## src/rtl/nand_ecc_pkg.sv

```systemverilog
package nand_ecc_pkg;

  typedef enum logic [1:0] {
    ST_CLEAN = 2'd0,
    ST_FIXED = 2'd1,
    ST_CODE  = 2'd2,
    ST_BAD   = 2'd3
  } eccStatus_t;

  typedef struct packed {
    logic loadStage1;
    logic loadStage2;
  } eccStrobe_t;

endpackage

```

## src/rtl/ecc_fix_ctrl.sv

```systemverilog
module ecc_fix_ctrl
  import nand_ecc_pkg::*;
(
  input  logic       clk,
  input  logic       rstN,
  input  logic       inValid,
  output logic       inReady,
  output eccStrobe_t strobe,
  output logic       outValid
);

  logic readyR;
  logic stage1V;
  logic stage2V;

  always_ff @(posedge clk) begin
    if (!rstN) begin
      readyR  <= 1'b0;
      stage1V <= 1'b0;
      stage2V <= 1'b0;
    end else begin
      readyR  <= 1'b1;
      stage1V <= inValid & readyR;
      stage2V <= stage1V;
    end
  end

  always_comb begin
    strobe.loadStage1 = inValid & readyR;
    strobe.loadStage2 = stage1V;
  end

  assign inReady  = readyR;
  assign outValid = stage2V;

endmodule

```

## src/rtl/ecc_fix_datapath.sv

```systemverilog
module ecc_fix_datapath
  import nand_ecc_pkg::*;
#(
  parameter int RAW_W       = 32,
  parameter int HALF_W      = 12,
  parameter int BIT_W       = 3,
  parameter int BLOCK_BYTES = 512,
  localparam int CODE_W     = 2 * HALF_W,
  localparam int OFF_W      = HALF_W - BIT_W,
  localparam int MASK_W     = 1 << BIT_W,
  localparam int UPPER_BASE = RAW_W / 2
)(
  input  logic              clk,
  input  logic              rstN,
  input  eccStrobe_t        strobe,
  input  logic [RAW_W-1:0]  rawParity,
  input  logic [CODE_W-1:0] readCode,
  output logic [1:0]        resStatus,
  output logic [OFF_W-1:0]  resOffset,
  output logic [MASK_W-1:0] resMask,
  output logic [CODE_W-1:0] resCode
);

  // stage 1: fold, invert, syndrome, half tests
  logic [CODE_W-1:0] packedWord;
  logic [CODE_W-1:0] freshCode;
  logic [CODE_W-1:0] syndrome;
  logic [CODE_W-1:0] synMinusOne;
  logic              synZero;
  logic              synSingle;
  logic              halvesCompl;

  always_comb begin
    for (int i = 0; i < HALF_W; i++) begin
      packedWord[i]          = rawParity[i];
      packedWord[HALF_W + i] = rawParity[UPPER_BASE + i];
    end
    freshCode   = ~packedWord;
    syndrome    = freshCode ^ readCode;
    synMinusOne = syndrome - CODE_W'(1);
    synZero     = (syndrome == '0);
    synSingle   = !synZero && ((syndrome & synMinusOne) == '0);
    halvesCompl = ((syndrome[CODE_W-1:HALF_W] ^ syndrome[HALF_W-1:0]) == {HALF_W{1'b1}});
  end

  logic [CODE_W-1:0] codeR;
  logic [CODE_W-1:0] synR;
  logic              zeroR;
  logic              singleR;
  logic              complR;

  always_ff @(posedge clk) begin
    if (!rstN) begin
      codeR   <= '0;
      synR    <= '0;
      zeroR   <= 1'b1;
      singleR <= 1'b0;
      complR  <= 1'b0;
    end else if (strobe.loadStage1) begin
      codeR   <= freshCode;
      synR    <= syndrome;
      zeroR   <= synZero;
      singleR <= synSingle;
      complR  <= halvesCompl;
    end
  end

  // stage 2: classify and locate
  logic [OFF_W-1:0]  offField;
  logic [BIT_W-1:0]  bitField;
  logic              inRange;
  eccStatus_t        nextStatus;
  logic [OFF_W-1:0]  nextOffset;
  logic [MASK_W-1:0] nextMask;

  always_comb begin
    offField   = synR[CODE_W-1 -: OFF_W];
    bitField   = synR[HALF_W +: BIT_W];
    inRange    = (32'(offField) < BLOCK_BYTES);
    nextStatus = ST_BAD;
    nextOffset = '0;
    nextMask   = '0;
    if (zeroR) begin
      nextStatus = ST_CLEAN;
    end else if (complR) begin
      if (inRange) begin
        nextStatus = ST_FIXED;
        nextOffset = offField;
        nextMask   = MASK_W'(1) << bitField;
      end else begin
        nextStatus = ST_BAD;
      end
    end else if (singleR) begin
      nextStatus = ST_CODE;
    end
  end

  always_ff @(posedge clk) begin
    if (!rstN) begin
      resStatus <= ST_CLEAN;
      resOffset <= '0;
      resMask   <= '0;
      resCode   <= '0;
    end else if (strobe.loadStage2) begin
      resStatus <= nextStatus;
      resOffset <= nextOffset;
      resMask   <= nextMask;
      resCode   <= codeR;
    end
  end

endmodule

```

## src/rtl/nand_ecc_fixer.sv

```systemverilog
module nand_ecc_fixer
  import nand_ecc_pkg::*;
#(
  parameter int RAW_W       = 32,
  parameter int HALF_W      = 12,
  parameter int BIT_W       = 3,
  parameter int BLOCK_BYTES = 512,
  localparam int CODE_W     = 2 * HALF_W,
  localparam int OFF_W      = HALF_W - BIT_W,
  localparam int MASK_W     = 1 << BIT_W
)(
  input  logic              clk,
  input  logic              rstN,
  input  logic              inValid,
  output logic              inReady,
  input  logic [RAW_W-1:0]  rawParity,
  input  logic [CODE_W-1:0] readCode,
  output logic              outValid,
  output logic [1:0]        outStatus,
  output logic [OFF_W-1:0]  outOffset,
  output logic [MASK_W-1:0] outMask,
  output logic [7:0]        codeByte0,
  output logic [7:0]        codeByte1,
  output logic [7:0]        codeByte2
);

  eccStrobe_t        strobe;
  logic [CODE_W-1:0] resCode;

  ecc_fix_ctrl u_ctrl (
    .clk      (clk),
    .rstN     (rstN),
    .inValid  (inValid),
    .inReady  (inReady),
    .strobe   (strobe),
    .outValid (outValid)
  );

  ecc_fix_datapath #(
    .RAW_W       (RAW_W),
    .HALF_W      (HALF_W),
    .BIT_W       (BIT_W),
    .BLOCK_BYTES (BLOCK_BYTES)
  ) u_dp (
    .clk       (clk),
    .rstN      (rstN),
    .strobe    (strobe),
    .rawParity (rawParity),
    .readCode  (readCode),
    .resStatus (outStatus),
    .resOffset (outOffset),
    .resMask   (outMask),
    .resCode   (resCode)
  );

  assign codeByte0 = resCode[7:0];
  assign codeByte1 = resCode[15:8];
  assign codeByte2 = resCode[23:16];

endmodule

```

## config.mk

```make
export PLATFORM = sky130hd
export DESIGN_NAME = nand_ecc_fixer
export DESIGN_NICKNAME = d
export VERILOG_FILES = /design/src/rtl/nand_ecc_pkg.sv /design/src/rtl/ecc_fix_ctrl.sv /design/src/rtl/ecc_fix_datapath.sv /design/src/rtl/nand_ecc_fixer.sv
export SDC_FILE = /design/constraint.sdc
export NUM_CORES = 1
export LEC_CHECK = 0
export BUFFER_PORTS_ARGS = -buffer_cell sky130_fd_sc_hd__buf_2
export CAP_MARGIN = 20
export CORE_MARGIN = 8
export CORE_UTILIZATION = 52
export DETAILED_ROUTE_END_ITERATION = 8
export GPL_TIMING_DRIVEN = 0
export MAX_ROUTING_LAYER = met4
export PLACE_DENSITY = 0.9
export SETUP_SLACK_MARGIN = 0.4
export SKIP_CTS_REPAIR_TIMING = 1
export SLEW_MARGIN = 20
export SYNTH_ARGS = -nofsm -noshare
export SYNTH_HDL_FRONTEND = slang
export SYNTH_HIERARCHICAL = 1
export SYNTH_SLANG_ARGS = --single-unit
export TNS_END_PERCENT = 20
```

## constraint.sdc

```tcl
create_clock -name clk -period 2.2 [get_ports clk]
set_clock_uncertainty 0.1 [all_clocks]
set_input_delay 0.11 -clock clk [delete_from_list [all_inputs] [get_ports clk]]
set_output_delay 0.11 -clock clk [all_outputs]
set_load 0.02 [all_outputs]
```

---- After elaboration in Yosys (flattened, before gate mapping) ----
Cells that the tools add are included.
storage, ports and cells
  register bits ........................... 97
  bits of input ports ..................... 59
  output and inout port bits .............. 45
operators by class
  add/sub/neg operators ................... 1
  equality and inequality tests ........... 1
  shift-type cells ........................ 1
  mux-type cells .......................... 8
  bitwise operators ....................... 5
  reductions and logical operators ........ 4
operator list
  kind                   number
  $logic_not 24->1       2
  $and 24x24->24         1
  $not 24->24            1
  $sub 24x1->24 const B  1
  $xor 24x24->24         1
  $mux 9                 2
  $mux 8                 2
  $eq 12x12->1 const B   1
  $xor 12x12->12         1
  $shl 1x3->8 const A    1
  $mux 2                 2
  $mux 1                 2
  $and 1x1->1            1
  $logic_and 1x1->1      1
  $logic_not 1->1        1

---- Longest topological paths before layout ----
  depth after elaboration ................. 6
  depth in mapped cells ................... 8
  gate-level depth less buffers ........... 7

---- Hierarchy ----
Netlist, hierarchy kept.
modules (own cells, without submodules)
  module            times used  cells each  area an instance (um^2)  sequential area each (um^2)
  ecc_fix_datapath  1           389         3,788.6                  1,641.6
  ecc_fix_ctrl      1           7           87.6                     60.1

---- Worst setup path after synthesis ----
OpenSTA, ideal clock, no wires.
  path kind ............................... reg-to-reg
  from .................................... reg u_ctrl.readyR, in the netlist u_ctrl/inReady
  to ...................................... reg u_dp.codeR[0]
  library setup time ...................... 116 ps
  arrival time ............................ 1,509 ps
  required time ........................... 1,984 ps
  path slack .............................. 475 ps
  cell stages (with the launch flop) ...... 6
  period minus slack after synthesis ...... 1,725 ps
  cells stage by stage .................... dfxtp_1 > and2_1 > buf_1 > clkbuf_1 > nand2_1 > o211a_1
RTL lines
  what                    line                    source
  from (decl)             ecc_fix_ctrl.sv:12      logic readyR;
  from (signal assigned)  ecc_fix_ctrl.sv:18      readyR <= 1'b0;
  from (signal assigned)  ecc_fix_ctrl.sv:22      readyR <= 1'b1;
  to (signal assigned)    ecc_fix_datapath.sv:60  codeR <= freshCode;
  to (decl)               ecc_fix_datapath.sv:46  logic [CODE_W-1:0] codeR;

==> flow_metrics.py <==
metrics = {
    "sta": {
        "slew_headroom_pct": 48.66,
        "period_minus_slack_ns": 1.959,
        "hold_viol_final": 0,
        "worst_pin_slew_ns": 0.7701,
        "finalSetupViolCount": 0,
        "rsz0062_at_grt": "true",
        "drv_slew": 0,
        "setup_tns_ns": 0,
        "fin_crit_sh_pct": 89.06,
        "fmax_mhz": 510.4,
    },
    "global_route": {
        "grt_pass1_vias": 3379,
        "grt_pass1_wl_um": 15950,
        "grt_overflow": 0,
        "antenna_found_initial": 0,
        "grt_start_max_net_pins": 15,
        "groute.usage.overall_pct": 19.96,
    },
    "layout": {
        "nets": 584,
        "antennaDiodeCount": 0,
        "final.fill_count": 586,
        "multiInputGateArea_um2": 2066,
        "syn_to_final_growth_pct": 26.89,
        "seqCellArea_um2": 1702,
        "layout-drive-gt1-share_pct": 24.72,
    },
    "critical_path": {
        "cp.arrival_ns": 2.14,
        "cp_cell_sequence": "and2_1, nand2_1, nor4_1, o211ai_1, nor4_2, nand4_1, o21ai_1",
        "timing.rr.end": "u_dp/singleR$_SDFFE_PN0P_",
        "worstSetupStartpoint": "u_ctrl/inReady$_DFF_P_",
        "cp_slowest_cell": "nor4_1",
        "r2r_cells": 7,
        "r2r_start": "u_ctrl/inReady$_DFF_P_",
        "start_kind": "register",
        "crit_type": "reg -> reg",
        "critPathMaxFanout": 6,
        "cp-end-kind": "register",
        "regToRegSetupSlack_ns": 0.24,
        "cp.required_ns": 2.38,
        "cpPeakStageDelay_ns": 0.39,
    },
    "logic_synthesis": {
        "yosys-top-cells-count": "85 x dfxtp_1, 54 x nor2b_1, 36 x nand2_1",
        "syn-num-nets": 455,
        "synthArstFlopShare_pct": 0,
        "syn_inst": 396,
        "synth_top_area_cell": "dfxtp_1",
        "yosysMostFrequentCell": "dfxtp_1",
        "synth-seq-cells": 85,
        "synthTopCellsByArea": "dfxtp_1 44%, nor2b_1 8.7%, mux2i_1 7.5%",
        "synth-seq-area-share_pct": 43.90,
        "synth_area_um2": 3876,
        "synth.top_cell.area_share_pct": 43.90,
        "netlist-cell-type-count": 39,
        "synth_edf_count": 0,
        "yosys_warnings": 6,
        "avgSynthCellArea_um2": 9.788,
        "yosys_most_used_dff": "dfxtp_1",
    },
    "power_and_ir_drop": {
        "leakagePower_nw": 2.114,
        "power_density_nw_per_um2": 661.0,
        "ir_drop_uv": 426.5,
        "power.total_mw": 3.251,
    },
    "routing": {
        "drtIter0Drc": 270,
        "ant_nets": 0,
        "viasPerCell": 5.409,
        "dr_total_vias": 3402,
        "drc": 0,
        "post_drt_wl_per_cell_um": 16.38,
        "routed_wl_um": 10300,
        "dr.pass1.iters": 5,
    },
    "clock_network": {
        "numCtsBuffers": 9,
        "clkTransAtPathRegs_ns": 0.08,
        "cts_tree": "done",
        "clkSinkCount": 85,
        "h-tree-depth": 3,
        "clock_path_buffers": 2,
        "root_buffer": "clkbuf_8",
        "clkLatencyLatePin_ns": 0.34,
    },
    "floorplan": {
        "die_h_um": 102.3,
        "dieArea_um2": 10470,
        "die_x_um": 102.3,
        "rows": 31,
        "initial_utilization_pct": 53.44,
        "core-area_um2": 7253,
        "ios": 104,
    },
    "flow_run": {
        "drv_cap": 0,
    },
    "run_status": {
        "status": "finished clean",
    },
    "hold_path": {
        "min_from": "rawParity[2]",
        "whs_path_depth": 3,
        "hold_end": "u_dp/codeR[2]$_SDFFE_PN0P_",
        "hold_path.class": "in -> reg",
    },
    "place": {
        "hpwlAfterDp_um": 7710,
        "place_congestion": 0.9297,
        "portBuffers": 95,
    },
}
[flip-flops by register name, summed over array words and instances (netlist names)]
name and cells:
u_dp/codeR 24, u_dp/resCode 24, u_dp/synR 12, u_dp/resOffset 9
u_dp/resMask 8, u_dp/resStatus 2, u_ctrl/inReady 1, u_ctrl/outValid 1
u_ctrl/stage1V 1, u_dp/complR 1, u_dp/singleR 1, u_dp/zeroR 1
[final cells by class]
cell class              instances  area share [%]
plain buffers                  22           1.882
clock buffers                  11           2.875
clock inverters                 5           1.196
inverters                       5          0.3816
multi-input cells             283           42.00
flip-flops and latches         85           34.60
well taps                      99           2.518
repair buffers                119           14.55
[worst max-delay path: cells and delay by family (launching register included)]
family           cells  cell delay (ns)
AO/OA/AOI/OAI        2             0.31
flip-flops           1             0.34
AND/OR/NAND/NOR      5             1.15
[cell families (layout without fill, tap and decap cells)]
logic type / Yosys count / in the layout / synth area share, %
xor+xnor: 40 / 40 / 11.17
flops: 85 / 85 / 43.90
compound gates: 74 / 74 / 14.62
buf+inv: 28 / 162 / 2.808
mux: 29 / 29 / 7.489
simple gates: 140 / 140 / 20.01
[power breakdown]
part	total (mW)	switching [mW]	internal [mW]
Sequential	1.63	0.0344	1.59
Clock	1.11	0.551	0.558
Combinational	0.516	0.296	0.220
Total	3.25	0.882	2.37
[worst max path at each step]
stage | end
after floorplan | u_dp/codeR[0]$_SDFFE_PN0P_
after global placement | u_dp/singleR$_SDFFE_PN0P_
after detailed placement | u_dp/singleR$_SDFFE_PN0P_
after CTS | u_dp/resCode[10]$_SDFFE_PN0P_
after global routing | u_dp/singleR$_SDFFE_PN0P_
final | u_dp/singleR$_SDFFE_PN0P_
[metrics by stage]
step / hold slack [ns] / util, % / worst slack (ns) / instance area [um^2] / std cells
3_3_place_gp: 0.1848 / 61.70 / 0.1445 / 4476 / 590
3_5_place_dp: 0.1924 / 61.70 / 0.05942 / 4476 / 590
5_1_grt: 0.04133 / 67.81 / 0.1331 / 4918 / 629
6_report: 0.03650 / 67.81 / 0.2408 / 4918 / 629
2_1_floorplan: 0.03772 / - / 0.4747 / 3876 / 396
4_1_cts: -0.1752 / 64.46 / 0.1377 / 4676 / 606
[placed cells by master (no fill, tap or decap), types with 6 or more instances in the layout]
cell / instances
xor2_2: 6
nand4_1: 6
mux2i_1: 29
nand3_1: 7
xnor2_1: 15
a21oi_1: 16
dfxtp_1: 85
o211a_1: 24
nor2_1: 18
nand2_1: 36
dlygate4sd3_1: 24
buf_2: 95
clkbuf_1: 16
nor2b_1: 54
a22oi_1: 11
xor2_1: 17
clkbuf_8: 10
[per-layer routing]
layer  up-vias  GRT usage [%]  wire, um
met5         -              -         0
li1       1629              -         -
met4         0          6.546       129
met1      1631          22.45      4309
met2       123          34.23      5282
met3        19          4.428       578
No activity file was read; power rests on OpenSTA's default activity.
